--- src/rtl/slot_gatherer_pkg.sv ---
package slot_gatherer_pkg;
  localparam int NSEL           = 8;
  localparam int NSLOT          = 96;
  localparam int SLOT_BITS      = 8;
  localparam int IDXW           = $clog2(NSLOT + 1);
  localparam int CNTW           = $clog2(NSEL + 1);
  localparam int SELW           = CNTW;
  localparam int RANKW          = $clog2(NSEL);
  localparam int BITW           = $clog2(SLOT_BITS);
  localparam int BYTES_PER_SLOT = SLOT_BITS / 8;
  localparam int BANKW          = NSEL * SLOT_BITS;
  localparam int MAXBYTES       = NSEL * BYTES_PER_SLOT;
  localparam int BYTEW          = $clog2(MAXBYTES + 1);

  typedef struct packed {
    logic            capEn;
    logic            capBit;
    logic [NSEL-1:0] rankHit;
    logic [BITW-1:0] bitIdx;
    logic            frameDone;
    logic [CNTW-1:0] usedCnt;
  } strobe_t;
endpackage

--- src/rtl/slot_gatherer_ctrl.sv ---
module slot_gatherer_ctrl
  import slot_gatherer_pkg::*;
(
  input  logic            clk,
  input  logic            rst_n,
  input  logic            cfgWrEn,
  input  logic [SELW-1:0] cfgSel,
  input  logic [IDXW-1:0] cfgWrData,
  input  logic            cfgApply,
  input  logic            symValid,
  input  logic            symBit,
  input  logic            fieldStart,
  input  logic            frameLock,
  output strobe_t         stb
);
  logic [IDXW-1:0] shadowIdx [NSEL];
  logic [IDXW-1:0] activeIdx [NSEL];
  logic [IDXW-1:0] effIdx    [NSEL];
  logic [CNTW-1:0] shadowCnt, activeCnt, effCnt, effCntC;
  logic            pending, inFrame;
  logic [IDXW-1:0] slotCnt, curSlot;
  logic [BITW-1:0] bitCnt, curBit;
  logic [NSEL-1:0] used, hit;
  logic [CNTW-1:0] nUsed;
  logic            startNow, applyNow, capEn, lastBit;

  assign startNow = symValid & fieldStart & frameLock;
  assign applyNow = startNow & pending;
  assign effCnt   = applyNow ? shadowCnt : activeCnt;
  assign effCntC  = (effCnt > CNTW'(NSEL)) ? CNTW'(NSEL) : effCnt;
  assign curSlot  = startNow ? '0 : slotCnt;
  assign curBit   = startNow ? '0 : bitCnt;
  assign capEn    = symValid & frameLock & (startNow | inFrame);
  assign lastBit  = capEn && (curSlot == IDXW'(NSLOT - 1)) && (curBit == BITW'(SLOT_BITS - 1));

  for (genvar e = 0; e < NSEL; e++) begin : g_entry
    assign effIdx[e] = applyNow ? shadowIdx[e] : activeIdx[e];
    assign used[e]   = (CNTW'(e) < effCntC) && (effIdx[e] < IDXW'(NSLOT));
  end

  // compaction: used entries take consecutive ranks in entry order
  always_comb begin
    logic [RANKW-1:0] rk;
    rk    = '0;
    nUsed = '0;
    hit   = '0;
    for (int e = 0; e < NSEL; e++) begin
      if (used[e]) begin
        if (effIdx[e] == curSlot) hit[rk] = 1'b1;
        rk    = rk + 1'b1;
        nUsed = nUsed + 1'b1;
      end
    end
  end

  always_ff @(posedge clk) begin
    if (!rst_n) begin
      for (int e = 0; e < NSEL; e++) begin
        shadowIdx[e] <= '0;
        activeIdx[e] <= '0;
      end
      shadowCnt <= '0;
      activeCnt <= '0;
      pending   <= 1'b0;
    end else begin
      if (applyNow) begin
        for (int e = 0; e < NSEL; e++) activeIdx[e] <= shadowIdx[e];
        activeCnt <= shadowCnt;
      end
      if (cfgWrEn) begin
        if (cfgSel < SELW'(NSEL)) shadowIdx[cfgSel[RANKW-1:0]] <= cfgWrData;
        else if (cfgSel == SELW'(NSEL)) shadowCnt <= cfgWrData[CNTW-1:0];
      end
      pending <= cfgApply | (pending & ~applyNow);
    end
  end

  always_ff @(posedge clk) begin
    if (!rst_n) begin
      inFrame <= 1'b0;
      slotCnt <= '0;
      bitCnt  <= '0;
    end else if (!frameLock) begin
      inFrame <= 1'b0;
    end else if (capEn) begin
      inFrame <= !lastBit;
      if (curBit == BITW'(SLOT_BITS - 1)) begin
        bitCnt  <= '0;
        slotCnt <= curSlot + 1'b1;
      end else begin
        bitCnt  <= curBit + 1'b1;
        slotCnt <= curSlot;
      end
    end
  end

  assign stb.capEn     = capEn;
  assign stb.capBit    = symBit;
  assign stb.rankHit   = hit;
  assign stb.bitIdx    = curBit;
  assign stb.frameDone = lastBit;
  assign stb.usedCnt   = nUsed;
endmodule

--- src/rtl/slot_gatherer_dp.sv ---
module slot_gatherer_dp
  import slot_gatherer_pkg::*;
(
  input  logic       clk,
  input  logic       rst_n,
  input  strobe_t    stb,
  output logic [7:0] bcByte,
  output logic       bcValid,
  output logic       bcSof
);
  logic [BANKW-1:0] bank [2];
  logic             wrSel, rdSel;
  logic [BYTEW-1:0] drainLeft, drainPtr;
  logic [BANKW-1:0] rdVec;
  logic [7:0]       slice, curByte;

  // capture: each rank owns SLOT_BITS positions in the write bank
  always_ff @(posedge clk) begin
    if (stb.capEn) begin
      for (int r = 0; r < NSEL; r++) begin
        if (stb.rankHit[r]) bank[wrSel][r*SLOT_BITS + int'(stb.bitIdx)] <= stb.capBit;
      end
    end
  end

  assign rdVec = bank[rdSel];

  always_comb begin
    slice = rdVec[int'(drainPtr)*8 +: 8];
    for (int j = 0; j < 8; j++) curByte[7-j] = slice[j];
  end

  always_ff @(posedge clk) begin
    if (!rst_n) begin
      wrSel     <= 1'b0;
      rdSel     <= 1'b1;
      drainLeft <= '0;
      drainPtr  <= '0;
    end else if (stb.frameDone) begin
      wrSel     <= ~wrSel;
      rdSel     <= wrSel;
      drainLeft <= BYTEW'(stb.usedCnt) * BYTEW'(BYTES_PER_SLOT);
      drainPtr  <= '0;
    end else if (drainLeft != '0) begin
      drainLeft <= drainLeft - 1'b1;
      drainPtr  <= drainPtr + 1'b1;
    end
  end

  always_ff @(posedge clk) begin
    if (!rst_n) begin
      bcValid <= 1'b0;
      bcSof   <= 1'b0;
      bcByte  <= '0;
    end else begin
      bcValid <= (drainLeft != '0);
      bcSof   <= (drainLeft != '0) && (drainPtr == '0);
      if (drainLeft != '0) bcByte <= curByte;
    end
  end
endmodule

--- src/rtl/slot_gatherer.sv ---
module slot_gatherer
  import slot_gatherer_pkg::*;
(
  input  logic            clk,
  input  logic            rst_n,
  input  logic            cfgWrEn,
  input  logic [SELW-1:0] cfgSel,
  input  logic [IDXW-1:0] cfgWrData,
  input  logic            cfgApply,
  input  logic            symValid,
  input  logic            symBit,
  input  logic            fieldStart,
  input  logic            frameLock,
  output logic [7:0]      bcByte,
  output logic            bcValid,
  output logic            bcSof
);
  strobe_t stb;

  slot_gatherer_ctrl u_ctrl (
    .clk(clk), .rst_n(rst_n), .cfgWrEn(cfgWrEn), .cfgSel(cfgSel),
    .cfgWrData(cfgWrData), .cfgApply(cfgApply), .symValid(symValid),
    .symBit(symBit), .fieldStart(fieldStart), .frameLock(frameLock), .stb(stb)
  );

  slot_gatherer_dp u_dp (
    .clk(clk), .rst_n(rst_n), .stb(stb),
    .bcByte(bcByte), .bcValid(bcValid), .bcSof(bcSof)
  );
endmodule

--- config.mk ---
export PLATFORM = sky130hd
export DESIGN_NAME = slot_gatherer
export DESIGN_NICKNAME = d
export VERILOG_FILES = /design/src/rtl/slot_gatherer_pkg.sv /design/src/rtl/slot_gatherer_ctrl.sv /design/src/rtl/slot_gatherer_dp.sv /design/src/rtl/slot_gatherer.sv
export SDC_FILE = /design/constraint.sdc
export NUM_CORES = 1
export LEC_CHECK = 0
export ABC_CLOCK_PERIOD_IN_PS = 8810
export BUFFER_PORTS_ARGS = -buffer_cell sky130_fd_sc_hd__buf_2
export CAP_MARGIN = 25
export CORE_MARGIN = 1.5
export CORE_UTILIZATION = 35
export DETAILED_ROUTE_END_ITERATION = 8
export GPL_TIMING_DRIVEN = 1
export PLACE_DENSITY = 0.48
export SLEW_MARGIN = 20
export SYNTH_ARGS = -nofsm -noshare
export SYNTH_HDL_FRONTEND = slang
export SYNTH_SLANG_ARGS = --single-unit
--- constraint.sdc ---
create_clock -name clk -period 8.81 [get_ports clk]
set_clock_uncertainty 0.2 [all_clocks]
set_input_delay 0.4405 -clock clk [delete_from_list [all_inputs] [get_ports clk]]
set_output_delay 0.4405 -clock clk [all_outputs]
set_load 0.1 [all_outputs]
# Yosys cells after proc, flatten, opt, wreduce, memory -nomap -nowiden

Memory sizes are Yosys's and may differ from the RTL's. A register that Yosys moved wholly into a read port is not among the register bits.
Index checks and enable logic that the tools add are counted.
W data, S select, Z words.

Muxes and demuxes: 514
Add/sub/neg operators: 24
Equal/unequal tests: 11
Bitwise gates (word level): 419
Shift-type cells: 1
Reduce and logical (&&, ||, !) cells: 35
$lt $le $gt $ge: 48

Operators by type and width:

| kind                  | count |
|---|---|
| $mux W64              | 7 |
| $mux W1               | 438 |
| $or A1 B1 Y1          | 402 |
| $ge A32 B1 Y1 const B | 7 |
| $lt A32 B8 Y1 const B | 7 |
| $mux W7               | 19 |
| $mux W8               | 15 |
| $shiftx A64 B8 Y8     | 1 |
| $eq A7 B7 Y1          | 8 |
| $lt A7 B7 Y1 const B  | 8 |
| $or A8 B8 Y8          | 6 |
| $mux W4               | 11 |
| $demux W1 S6          | 7 |
| $add A4 B1 Y4 const B | 7 |
| $add A6 B3 Y7 const A | 4 |
| $mux W3               | 9 |
| $logic_and A1 B1 Y1   | 26 |
| $demux W1 S3          | 8 |
| $lt A3 B4 Y1 const B  | 6 |
| $ge A3 B1 Y1 const B  | 7 |
| $add A3 B1 Y3 const B | 6 |
| $lt A3 B4 Y1 const A  | 4 |
| $add A5 B3 Y6 const A | 2 |
| $lt A1 B4 Y1 const A  | 2 |
| 24 further kinds      | 35 |

Input port bits: 19
Register bits: 40
Memory bits (writable): 240
Memories: 3
Word-level logic and storage cells: 1,068

Memory list:

| name             | depth | width | rd ports | clocked after memory_dff | write ports | RTL line                 | text |
|---|---|---|---|---|---|---|---|
| u_dp.bank        | 2     | 64    | 1        | 1                        | 1           | slot_gatherer_dp.sv:11   | `logic [BANKW-1:0] bank [2];` |
| u_ctrl.activeIdx | 8     | 7     | 8        | 0                        | 8           | slot_gatherer_ctrl.sv:17 | `logic [IDXW-1:0] activeIdx [NSEL];` |
| u_ctrl.shadowIdx | 8     | 7     | 8        | 0                        | 8           | slot_gatherer_ctrl.sv:16 | `logic [IDXW-1:0] shadowIdx [NSEL];` |

# Logic depth before layout (Yosys ltp)

Gate-level depths: netlist (run 1).

Word-level depth: 44
Mapped depth: 31
Depth with buffers taken out: 26

# By module

Synthesis (run 1) repeated with hierarchy kept, for this count alone.

Cells, all modules: 1,205
Area total of the unflattened synthesis: 14,422.6 µm²

By module, submodules not included:

| module             | instances | cells an instance | area each (µm²) |
|---|---|---|---|
| slot_gatherer_ctrl | 1         | 729               | 8,046.5 |
| slot_gatherer_dp   | 1         | 476               | 6,376.1 |

# Worst setup path before layout (run 1)

No wires, ideal clock.

Kind: input -> register
Start point: input frameLock
End point: memory u_dp.bank[0][63] in the netlist's numbering (enable)
Library setup time: 249 ps
Cell stages on the path: 28
Path slack: 1,986 ps
Buffers on the path: 7
Arrival: 6,375 ps
Cell sequence: nand4_2 buf_4 buf_2 buf_2 buf_2 o21ai_0 inv_1 fa_1 clkbuf_1 inv_1 ha_1 nor2_1 a311o_1 buf_6 inv_1 ha_1 nand2_1 o21ai_0 ha_1 mux2i_1 o21ai_4 ha_1 mux2i_2 inv_1 and2_1 a221oi_2 buf_2 nor2_1

Cells in the longest elaborated chain, start to end: 42
Elaborated cells between the ends (all ways): 187

Ends and longest elaborated chain:

| element                                                               | RTL line               | text |
|---|---|---|
| start, declared                                                       | slot_gatherer.sv:13    | `input logic frameLock,` |
| parallel branches: the longest is 41 deep, another holds $gt A4 B4 Y1 | -                      |  |
| $or A1 B1 Y1 (no line) *                                              | -                      |  |
| end, declared                                                         | slot_gatherer_dp.sv:11 |  |

Every way passes the cells marked *.

# Worst setup path in the final report (run 1)

Start point: input frameLock
End point: memory u_dp.bank[0][10] in the netlist's numbering (enable)

The elaborated chain is that of the path after synthesis.

==> impl_results.md, run 1 <==
- FFs w/ async S/R, synth: 0%
- Num ports: 29
- Worst skew pair latency: between 0.5 and 0.6 ns
- Die area: between 40000 and 50000 um^2
- Min cycle time layout: between 7 and 8 ns
- Antenna Cells: 0
- First-pass GRT wire length: around 54000 um
- Initial Utilization: a little over a third
- Die H: about 200 um
- Final hold vios: 0
- Worst vdd ir: between 0.0001 and 0.00015 V
- Slew Viols, Final: 0
- Top layer in use: met4
- Worst EP arrival: 7.29 ns
- Clock Path Buffers: 3
- CTS resizes: 0
- GRT Util Overall: between 10% and 20%
- Slowest cell on crit path: o211a_1
- Die Wd: 203 um
- CORE AREA: roughly 40000 um^2
- Hold path cells: 4
- DRT antenna net count: 0
- Num CTS Buffers: 34
- Crit path buf inv count: 6
- Vias/cell: 5.17
- Flop-to-flop setup slack: about 1.8 ns
- Count of different cell masters after synthesis: between 70 and 80
- Mapped Cells: about 1100
- Syn avg cell area: between 10 and 15 um^2
- GRT Residual Overflow: 0
- Largest net degree at the start of global routing: 83
- Setup TNS: 0 ns
- Met3 wire length: ~1300 um
- Maxcap violations: 0
- Final Cycle Share: 82.1%
- Clk slew on worst S/H paths: around 0.06 ns
- Hold crit path type: in2reg
- Critical path required time: between 8 and 9 ns
- CTS H-tree depth: 2
- Critical path type: in2reg
- Maximum clock frequency: 138 MHz
- Pre-antenna DRT Iters: 6
- EDFF count, synth: 240
- Final WL: around 35000 um
- Nets: between 1000 and 1500
- Critical Path Stages: 24
- Hold_ws: 0.137 ns
- Ys flop type: edfxtp_1
- Crit start category: input port
- RSZ-0062 raised after global routing: no
- Status: finished, final reports clean
- Register area share after synthesis: 57.2%
- Routability cong.: roughly 0.82
- Via count: 8857
- CTS tree: done
- Crit-path cells: dlygate4sd3_1, buf_2, nand4_4, buf_4, and3_1, or2_4, inv_1, fa_1, inv_1, ha_1, nor2_1, a311o_1, inv_1, ha_1, nand2_1, o21ai_0, ha_1, a21boi_1, xor2_1, xnor2_1, nor4b_1, a2111oi_0, o211a_1, nor2_1
- Placed cells: approximately 1600
- Initial antenna violation count: 0
- Avg WL per Cell: roughly 20 um
- Worst r2r path cells: 20
- Critical Path End Type: flip-flop
- Mapped cell area: ~14000 um^2
- Vias in the first global route: roughly 9000
- Filler instances: between 3000 and 4000
- Final setup viols: 0
- FF+latch area: between 8000 and 9000 um^2
- Clock sinks: 281
- P_leak: approximately 5.8 nW
- Max-slew headroom: 36.2%
- IO Port Bufs: 28
- Post-route insts no fill: 1714
- Post-Syn Nets: around 1200
- Share of cells above drive strength 1: roughly an eighth
- Yosys warns: 0
- Pwr/cell area: 225 nW/um^2
- CP delay by family, top: compound AO/OA/AOI/OAI gates
- Multi-input gate area: about 5700 um^2
- DP HPWL: about 23000 um
- Placement Rows: 73
- M1 WL: between 15000 and 20000 um
- First DRT Iteration DRCs: about 590
- Crit path largest cell delay: 0.74 ns
- Layout area overhead: 13.3%
- Worst slew pin tran: approximately 0.95 ns
- Root buffer cell: clkbuf_16
- Crit-path max FO: 49
- Synth Register Bits: around 280
- DRC: 0
- DR WL met2: 16800 um
[synthesized netlist by cell type, types with 17 or more instances]
master,instances,area [um^2]
edfxtp_1,240,7210
nor2_1,159,597
and2_1,86,538
nand2_1,65,244
mux2i_1,64,641
and3_1,51,319
xnor2_1,51,447
dfxtp_1,41,821
mux4_2,40,901
clkbuf_1,32,120
nand3_1,24,120
a21oi_1,23,115
inv_1,20,75.1
xor2_1,20,175
nor2b_1,18,113
nor3_1,17,85.1
[flip-flops by register name, indices dropped and copies added (netlist names), named ones only]
name and count:
u_ctrl.pending 1, u_dp.wrSel 1, u_ctrl.slotCnt 7, u_ctrl.activeIdx 56
u_dp.bank 128, u_ctrl.shadowIdx 56, u_dp.rdSel 1, u_dp.drainLeft 4
u_ctrl.shadowCnt 4, u_dp.bcSof 1, u_dp.bcByte 8, u_ctrl.activeCnt 4
u_ctrl.inFrame 1, u_dp.bcValid 1, u_dp.drainPtr 4, u_ctrl.bitCnt 3
[cell families after synthesis]
logic type / count (synthesis) / share of synthesized area (%)
adders and majority gates: 17 / 1.57
DFF: 281 / 57.2
buffers and inverters: 79 / 2.37
muxes: 107 / 11.2
and+or+nand+nor: 474 / 17.0
AOI/OAI and AO/OA: 110 / 5.74
xor gates and xnor gates: 75 / 4.94
[path summary, 6_finish.rpt]
kind                  startpoint                   to
hold / removal         cfgSel[0]  u_ctrl.shadowCnt[3]
hold reg to reg       u_dp.rdSel           u_dp.rdSel
setup reg to reg  u_ctrl.pending     u_dp.bank[0][10]
setup / recovery       frameLock     u_dp.bank[0][10]
[per-stage QoR]
| step | utilization [%] | power [mW] | area (um^2) | setup WS (ns) |
|---|---|---|---|---|
| final | 40.2 | 3.57 | 15900 | 1.58 |
| after CTS | 40.1 | 3.63 | 15900 | 1.66 |
| after floorplan | - | 2.00 | 14000 | 1.99 |
| after global routing | 40.2 | 3.72 | 15900 | 1.09 |
| after global placement | 37.0 | 2.14 | 14700 | 1.75 |
| after detailed placement | 37.1 | 2.14 | 14700 | 1.64 |
[power by group]
group,total (mW),switching [mW],internal [mW]
logic,0.529,0.355,0.174
clock network,1.47,0.552,0.918
registers,1.58,0.0683,1.51
total,3.57,0.975,2.60
[placed cells by master, fill, tap and decap left out, types with 11 or more instances in the layout]
cell and n:
xor2_1 20, nor2_1 159, dfxtp_1 40, inv_1 20, a22oi_1 11, edfxtp_1 240
ha_1 16, mux2i_1 64, buf_2 30, clkbuf_16 35, nand2_1 64, and2_1 86
o21ai_0 12, nand3_1 24, clkbuf_1 12, nand4_1 14, nor2b_1 18, nor3_1 17
xnor2_1 51, a21oi_1 23, and3_1 51, mux4_2 40
[final cells by class]
class,count,area share (%)
Clock inverter,11,1.23
Multi-Input combinational cell,783,35.9
Tap cell,525,4.13
Timing Repair Buffer,42,1.67
Sequential cell,281,50.4
Inverter,21,0.495
Clock buffer,51,6.13
[worst reg2reg max path, cell delays in order (launching register included)]
cell and delay [ns]:
dfxtp_1 0.45, nand4_4 0.35, o21ai_0 0.74, inv_1 0.22
fa_1 0.73, inv_1 0.13, ha_1 0.28, nor2_1 0.10
a311o_1 0.34, inv_1 0.18, ha_1 0.38, nand2_1 0.10
o21ai_0 0.10, ha_1 0.18, a21boi_1 0.19, xor2_1 0.35
xnor2_1 0.25, nor4b_1 0.12, a2111oi_0 0.50, o211a_1 0.74
nor2_1 0.13
[layer usage]
metal,up-vias,track usage [%]
met5,-,0
met4,0,6.03
met3,68,2.68
met2,192,28.9
met1,4354,23.0
li1,4243,-
[repair_timing]
item                                    CTS  global route
hold buffers                              2             0
setup buffers                             0             0
endpoints found under the setup margin    0             0
hold endpoints to repair                  2             0
No activity file was read; power rests on OpenSTA's default activity.
==> run 2: changes to the inputs <==
--- a/config.mk
+++ b/config.mk
@@ -5,7 +5,7 @@
 export SDC_FILE = /design/constraint.sdc
 export NUM_CORES = 1
 export LEC_CHECK = 0
-export ABC_CLOCK_PERIOD_IN_PS = 8810
+export ABC_CLOCK_PERIOD_IN_PS = 7450
 export BUFFER_PORTS_ARGS = -buffer_cell sky130_fd_sc_hd__buf_2
 export CAP_MARGIN = 25
 export CORE_MARGIN = 1.5
==> constraint.sdc (replaced) <==
create_clock -name clk -period 7.45 [get_ports clk]
set_clock_uncertainty 0.2 [all_clocks]
set_input_delay 0.3725 -clock clk [delete_from_list [all_inputs] [get_ports clk]]
set_output_delay 0.3725 -clock clk [all_outputs]
set_load 0.1 [all_outputs]
==> run 2 against run 1 <==
Against the previous run:
- non-clock buffer count rose by 7
- register-to-register slack got worse by 0.81 ns
- critical endpoint is now u_dp.bank[0][3]
- setup slack got worse by 0.69 ns
- cell count rose by 0.35%
- critical path type unchanged
- highest routed layer unchanged
- clock power rose by 12%
- first-iteration DRC count fell by 8.1%
==> impl_results.md, run 2 (synthesis results as in run 1) <==
- Die H: 203 um (unchanged)
- Max reg flops: 128 (unchanged)
- Post-route insts no fill: 1720 (was 1714)
- Critical path required time: 7.50 ns (was 8.87 ns)
- Nets: 1206 (was 1199)
- Slowest cell on crit path: o311a_1 (was o211a_1)
- Min cycle time layout: about 6.6 ns
- Max-slew headroom: 30.7% (was 36.2%)
- Crit path largest cell delay: 0.82 ns (was 0.74 ns)
- CORE AREA: 39600 um^2 (unchanged)
- Pre-antenna DRT Iters: 5 (was 6)
- Via count: 8888 (was 8857)
- Final setup viols: 0 (unchanged)
- Vias in the first global route: 9162 (was 9020)
- DP HPWL: 22500 um (was 22800 um)
- Reg-to-Reg Start: u_ctrl.pending (unchanged)
- Commonest cells after routing, fill and taps aside: edfxtp_1, nor2_1, and2_1, nand2_1, mux2i_1 (unchanged)
- Flop-to-flop setup slack: 0.96 ns (was 1.77 ns)
- Die area: 41300 um^2 (unchanged)
- GRT Residual Overflow: 0 (unchanged)
- Antenna Cells: 0 (unchanged)
- Hold_ws: 0.108 ns (was 0.137 ns)
- Hold EP: u_ctrl.shadowCnt[0] (was u_ctrl.shadowCnt[3])
- Largest net degree at the start of global routing: 129 (was 83)
- Vias/cell: 5.17 (about the same)
- Slew Viols, Final: 0 (unchanged)
- Worst vdd ir: 0.000163 V (was 0.000134 V)
- FF-to-FF End: u_dp.bank[0][3] (was u_dp.bank[0][10])
- CTS resizes: 0 (unchanged)
- Crit start category: input port (unchanged)
- Initial Utilization: 35.4% (unchanged)
- Maximum clock frequency: about 150 MHz
- P_leak: 5.76 nW (was 5.77 nW)
- Clock sinks: 281 (unchanged)
- Die Wd: 203 um (unchanged)
- Initial antenna violation count: 0 (unchanged)
- RSZ-0062 raised after global routing: no (unchanged)
- Status: finished, final reports clean (unchanged)
- Pwr/cell area: 260 nW/um^2 (was 225 nW/um^2)
- HP Start: cfgWrData[0] (was cfgSel[0])
- Largest reg by FF count: u_dp.bank (unchanged)
- Final Cycle Share: between 80% and 90%
- Placed cells: 1656 (was 1648)
- Avg WL per Cell: 20.6 um (was 20.4 um)
- Layout area overhead: 13.0% (was 13.3%)
- Final WL: 35400 um (was 34900 um)
- Most common cell after layout, fill and taps aside: edfxtp_1 (unchanged)
- Routability cong.: 0.857 (was 0.820)
- First DRT Iteration DRCs: 543 (was 591)
- Maxcap violations: 0 (unchanged)
- Final hold vios: 0 (unchanged)
- Crit-path max FO: 18 (was 49)
- Most used cell, CP: ha_1
- Placement Rows: 73 (unchanged)
- Worst EP arrival: 6.60 ns (was 7.29 ns)
- Critical path type: in2reg (unchanged)
- Worst skew pair latency: 0.54 ns (about the same)
- Clock Path Buffers: 3 (unchanged)
- Crit-path cells: dlygate4sd3_1, buf_2, nand4_4, buf_4, a21oi_1, fa_1, inv_1, ha_1, nor2_1, a311o_1, inv_1, ha_1, nand2_1, o21ai_0, ha_1, mux2i_1, o21ai_4, ha_1, nand2_1, xnor2_2, nand4_1, o311a_1, nor2_1 (was dlygate4sd3_1, buf_2, nand4_4, buf_4, and3_1, or2_4, inv_1, fa_1, inv_1, ha_1, nor2_1, a311o_1, inv_1, ha_1, nand2_1, o21ai_0, ha_1, a21boi_1, xor2_1, xnor2_1, nor4b_1, a2111oi_0, o211a_1, nor2_1)
- Share of cells above drive strength 1: 13.1% (was 12.4%)
- Critical Path End Type: flip-flop (unchanged)
- DRT antenna net count: 0 (unchanged)
- CTS tree: done (unchanged)
- Num ports: 29 (unchanged)
- IO Port Bufs: 28 (unchanged)
- Setup TNS: 0 ns (unchanged)
- First-pass GRT wire length: 54700 um (was 54300 um)
- Postcts setup bufs: 0 (unchanged)
- DRC: 0 (unchanged)
- Hold path cells: 3 (was 4)
- GRT Util Overall: 17.5% (was 17.4%)
- Num CTS Buffers: 34 (unchanged)
- Hold crit path type: in2reg (unchanged)
- Root buffer cell: clkbuf_16 (unchanged)
- CTS H-tree depth: 2 (unchanged)
- Worst r2r path cells: 21 (was 20)
- Regs by FF count: u_dp.bank x128, u_ctrl.activeIdx x56, u_ctrl.shadowIdx x56 (unchanged)
- Worst slew pin tran: 1.03 ns (was 0.948 ns)
- Clk slew on worst S/H paths: 0.06 ns (about the same)
[run 2: cell count changes in the layout (fill, tap and decap cells not counted), moves of 2 or more]
cell,delta
buf_4,+8
bufinv_16,-2
clkbuf_1,-5
clkbuf_8,-2
clkinv_2,+5
clkinvlp_4,+2
[run 2: critical path: cells and delay by family]
kind	cells	cell delay, ns
xor+xnor	1	0.15
mux	1	0.23
compound gates	5	1.85
fa+ha+maj	5	1.75
simple gates	6	0.85
buf+inv	5	1.38
[run 2: timing repair]
item | in CTS | in global routing
endpoints found under the setup margin | 0 | 0
hold endpoints to repair | 2 | 0
hold buffers | 2 | 0
[run 2: cell type report]
type	count	area, um^2
Clock buffer	44	930
Clock inverter	17	169
Fill cell	3822	23800
Inverter	21	78.8
Multi-Input combinational cell	783	5710
Sequential cell	281	8030
Tap cell	525	657
Timing Repair Buffer	49	304
[run 2: how the worst max path moves through the flow]
stage,from,endpoint,depth (start not counted)
2_1_floorplan,u_ctrl.pending,u_dp.bank[0][63],28
3_3_place_gp,frameLock,u_dp.bank[0][2],22
3_5_place_dp,frameLock,u_dp.bank[0][31],22
4_1_cts,frameLock,u_dp.bank[0][30],23
6_report,frameLock,u_dp.bank[0][3],23
5_1_grt,frameLock,u_dp.bank[0][3],23
[run 2: per-stage QoR]
stage | utilization (%) | cell area (um^2) | worst slack (ns) | total power, mW
after floorplan | - | 14000 | 0.688 | 2.36
after global placement | 37.2 | 14700 | 1.06 | 2.53
after detailed placement | 37.2 | 14700 | 0.897 | 2.53
after CTS | 40.0 | 15900 | 0.920 | 4.19
after global routing | 40.1 | 15900 | 0.511 | 4.29
final | 40.1 | 15900 | 0.893 | 4.13
[run 2: power by group]
group          switching [mW]  internal [mW]  leakage, nW
logic                   0.425          0.204         2.62
registers              0.0753           1.78         2.60
clock network           0.656          0.988        0.538
total                    1.16           2.97         5.76
[run 2: layer usage]
layer / GRT usage (%) / vias up / wire length (um)
li1: - / 4254 / -
met1: 22.0 / 4417 / 15500
met3: 2.62 / 53 / 1360
met2: 30.0 / 164 / 17400
met5: 0 / - / 0
met4: 7.17 / 0 / 1230
==> run 3: changes to the inputs <==
--- a/config.mk
+++ b/config.mk
@@ -8,11 +8,13 @@
 export ABC_CLOCK_PERIOD_IN_PS = 7450
 export BUFFER_PORTS_ARGS = -buffer_cell sky130_fd_sc_hd__buf_2
 export CAP_MARGIN = 25
+export CELL_PAD_IN_SITES_DETAIL_PLACEMENT = 1
+export CELL_PAD_IN_SITES_GLOBAL_PLACEMENT = 1
 export CORE_MARGIN = 1.5
 export CORE_UTILIZATION = 35
 export DETAILED_ROUTE_END_ITERATION = 8
 export GPL_TIMING_DRIVEN = 1
-export PLACE_DENSITY = 0.48
+export PLACE_DENSITY = 0.56
 export SLEW_MARGIN = 20
 export SYNTH_ARGS = -nofsm -noshare
 export SYNTH_HDL_FRONTEND = slang
==> constraint.sdc (replaced) <==
create_clock -name clk -period 7.45 [get_ports clk]
set_clock_uncertainty 0.2 [all_clocks]
set_input_delay 1.49 -clock clk [delete_from_list [all_inputs] [get_ports clk]]
set_output_delay 1.49 -clock clk [all_outputs]
set_load 0.1 [all_outputs]
==> run 3 against run 2 <==
Against the previous run:
- maximum frequency increased by 2.7%
- sequential share of layout area decreased by 0.21 points
- sequential cell count unchanged
- cell count increased by 0.47%
- combinational power increased by 4.6%
- clock power about the same
- routed wire length increased by 5.2%
- via count increased by 2.0%
==> impl_results.md, run 3 (synthesis results as in run 1) <==
- Status: finished, final reports clean (unchanged)
- Initial Utilization: 35.4% (unchanged)
- Setup TNS: 0 ns (unchanged)
- Clock sinks: 281 (unchanged)
- CP delay by family, top: adder cells (was compound AO/OA/AOI/OAI gates)
- Final WL: 37300 um (was 35400 um)
- Maxcap violations: 0 (unchanged)
- First DRT Iteration DRCs: 499 (was 543)
- Most common cell after layout, fill and taps aside: edfxtp_1 (unchanged)
- Final hold vios: 0 (unchanged)
- Initial antenna violation count: 0 (unchanged)
- Avg WL per Cell: 21.6 um (was 20.6 um)
- Nets: 1212 (was 1206)
- Largest reg by FF count: u_dp.bank (unchanged)
- Regs by FF count: u_dp.bank x128, u_ctrl.activeIdx x56, u_ctrl.shadowIdx x56 (unchanged)
- DRC: 0 (unchanged)
- Placement Rows: 73 (unchanged)
- CTS H-tree depth: 2 (unchanged)
- Share of cells above drive strength 1: 13.4% (was 13.1%)
- GRT Util Overall: 18.5% (was 17.5%)
- Critical path required time: 7.52 ns (was 7.50 ns)
- Clock Path Buffers: 3 (unchanged)
- Worst slew pin tran: 0.986 ns (was 1.03 ns)
- Clock power frac: 39.6% (was 39.8%)
- Routability cong.: 0.836 (was 0.857)
- Post-place setup slack: 0.543 ns (was 0.897 ns)
- Final setup viols: 0 (unchanged)
- Crit path from: frameLock (unchanged)
- P_leak: 5.78 nW (was 5.76 nW)
- Via count: 9068 (was 8888)
- IO Port Bufs: 28 (unchanged)
- Pwr/cell area: 260 nW/um^2 (about the same)
- Final Cycle Share: 85.7% (was 88.0%)
- Antenna Cells: 0 (unchanged)
- Die Wd: 203 um (unchanged)
- Cell Area, Placed: 14800 um^2 (was 14700 um^2)
- Vias/cell: 5.25 (was 5.17)
- Crit path largest cell delay: 0.57 ns (was 0.82 ns)
- Maximum clock frequency: 157 MHz (was 153 MHz)
- Switching Share: 28.6% (was 28.0%)
- Worst skew pair latency: 0.54 ns (about the same)
- RSZ-0062 raised after global routing: no (unchanged)
- Worst vdd ir: 0.000252 V (was 0.000163 V)
- Die area: 41300 um^2 (unchanged)
- CORE AREA: 39600 um^2 (unchanged)
- Num ports: 29 (unchanged)
- Crit start category: input port (unchanged)
- Vias in the first global route: 9613 (was 9162)
- Hold crit path type: reg2reg (was in2reg)
- Comb pwr share: 15.9% (was 15.2%)
- Root buffer cell: clkbuf_16 (unchanged)
- GRT Residual Overflow: 0 (unchanged)
- Slew Viols, Final: 0 (unchanged)
- CTS tree: done (unchanged)
- DRT antenna net count: 0 (unchanged)
- Clk slew on worst S/H paths: 0.06 ns (about the same)
- Layout area overhead: 13.5% (was 13.0%)
- Crit-path cells: buf_2, nand4_4, o21ai_2, inv_1, fa_1, inv_1, ha_1, nor2_1, a311o_1, inv_1, ha_1, nand2_1, o21ai_0, ha_1, mux2i_1, o21ai_4, ha_1, mux2i_2, inv_1, and2_1, a221oi_4, buf_4, nor2_1 (was dlygate4sd3_1, buf_2, nand4_4, buf_4, a21oi_1, fa_1, inv_1, ha_1, nor2_1, a311o_1, inv_1, ha_1, nand2_1, o21ai_0, ha_1, mux2i_1, o21ai_4, ha_1, nand2_1, xnor2_2, nand4_1, o311a_1, nor2_1)
- Commonest cells after routing, fill and taps aside: edfxtp_1, nor2_1, and2_1, nand2_1, mux2i_1 (unchanged)
- Internal Power: 2.96 mW (was 2.97 mW)
- Fin area: 15900 um^2 (about the same)
- Worst EP arrival: 6.46 ns (was 6.60 ns)
- Critical path type: in2reg (unchanged)
- Filler instances: 4224 (was 3822)
- Multi-input gate area: 5720 um^2 (was 5710 um^2)
- Pre-antenna DRT Iters: 7 (was 5)
- Crit-path max FO: 16 (was 18)
- Num CTS Buffers: 35 (was 34)
- Post-route setup slack: 1.06 ns (was 0.893 ns)
- First-pass GRT wire length: 58000 um (was 54700 um)
- DP HPWL: 25400 um (was 22500 um)
- Max-slew headroom: 33.5% (was 30.7%)
- Min cycle time layout: 6.39 ns (was 6.56 ns)
- Postcts setup bufs: 0 (unchanged)
- CTS resizes: 0 (unchanged)
- Hold_buf cts: 0 (was 2)
- FF+latch area: 8030 um^2 (unchanged)
- Critical Path End Type: flip-flop (unchanged)
- Flop pwr share: 44.5% (was 45.0%)
- Crit path buf inv count: 6 (was 5)
- Max reg flops: 128 (unchanged)
- Net Sw Power: 1.18 mW (was 1.16 mW)
- HP Start: u_dp.rdSel (was cfgWrData[0])
- Largest net degree at the start of global routing: 78 (was 129)
- Slowest cell on crit path: fa_1 (was o311a_1)
- Reg-to-Reg Start: u_ctrl.shadowCnt[3] (was u_ctrl.pending)
- Die H: 203 um (unchanged)
==> run 3: worst register-to-register path, stage by stage, from the launching register on <==
cell and delay, ns:
dfxtp_1 0.52, nor3_1 0.20, a22o_1 0.23, o21ai_2 0.25
inv_1 0.15, fa_1 0.57, inv_1 0.08, ha_1 0.27
nor2_1 0.04, a311o_1 0.28, inv_1 0.15, ha_1 0.30
nand2_1 0.09, o21ai_0 0.09, ha_1 0.30, mux2i_1 0.23
o21ai_4 0.16, ha_1 0.33, mux2i_2 0.24, inv_1 0.13
and2_1 0.23, a221oi_4 0.30, buf_4 0.27, nor2_1 0.10
==> run 3: final cells by class <==
type                            count  share of cell area, %
Clock buffer                       48                   6.00
Clock inverter                     16                  0.879
Inverter                           21                  0.494
Multi-Input combinational cell    783                   35.9
Sequential cell                   281                   50.4
Tap cell                          525                   4.12
Timing Repair Buffer               54                   2.24
==> run 3: worst paths after layout <==
path / to / slack, ns / depth (start not counted)
setup / recovery: u_dp.bank[0][59] / 1.06 / 23
hold / removal: u_dp.rdSel / 0.27 / 2
setup reg to reg: u_dp.bank[0][59] / 1.48 / 23
hold reg to reg: u_dp.rdSel / 0.27 / 2
==> run 3: power by group through the flow <==
stage          combinational [mW]  clock, mW  sequential (mW)
2_1_floorplan               0.332          0             2.03
3_3_place_gp                0.659          0             1.88
3_5_place_dp                0.669          0             1.88
4_1_cts                     0.672       1.69             1.85
5_1_grt                     0.709       1.75             1.85
6_report                    0.658       1.64             1.84
==> run 3: through the flow <==
step	power, mW	hold slack, ns	instances	utilization (%)
finish	4.14	0.269	1728	40.2
global route	4.31	0.308	1728	40.2
CTS	4.21	0.277	1727	40.2
detailed placement	2.55	0.260	1663	37.4
global placement	2.54	0.249	1661	37.3
floorplan	2.36	0.231	1143	-
==> run 3: metal layers <==
layer / share of wire (%) / wire (um) / global-route usage, %
met3: 2.7 / 990 / 2.51
met4: 2.7 / 1010 / 6.46
met2: 51 / 19000 / 33.1
met5: 0 / 0 / 0
met1: 44 / 16300 / 22.9
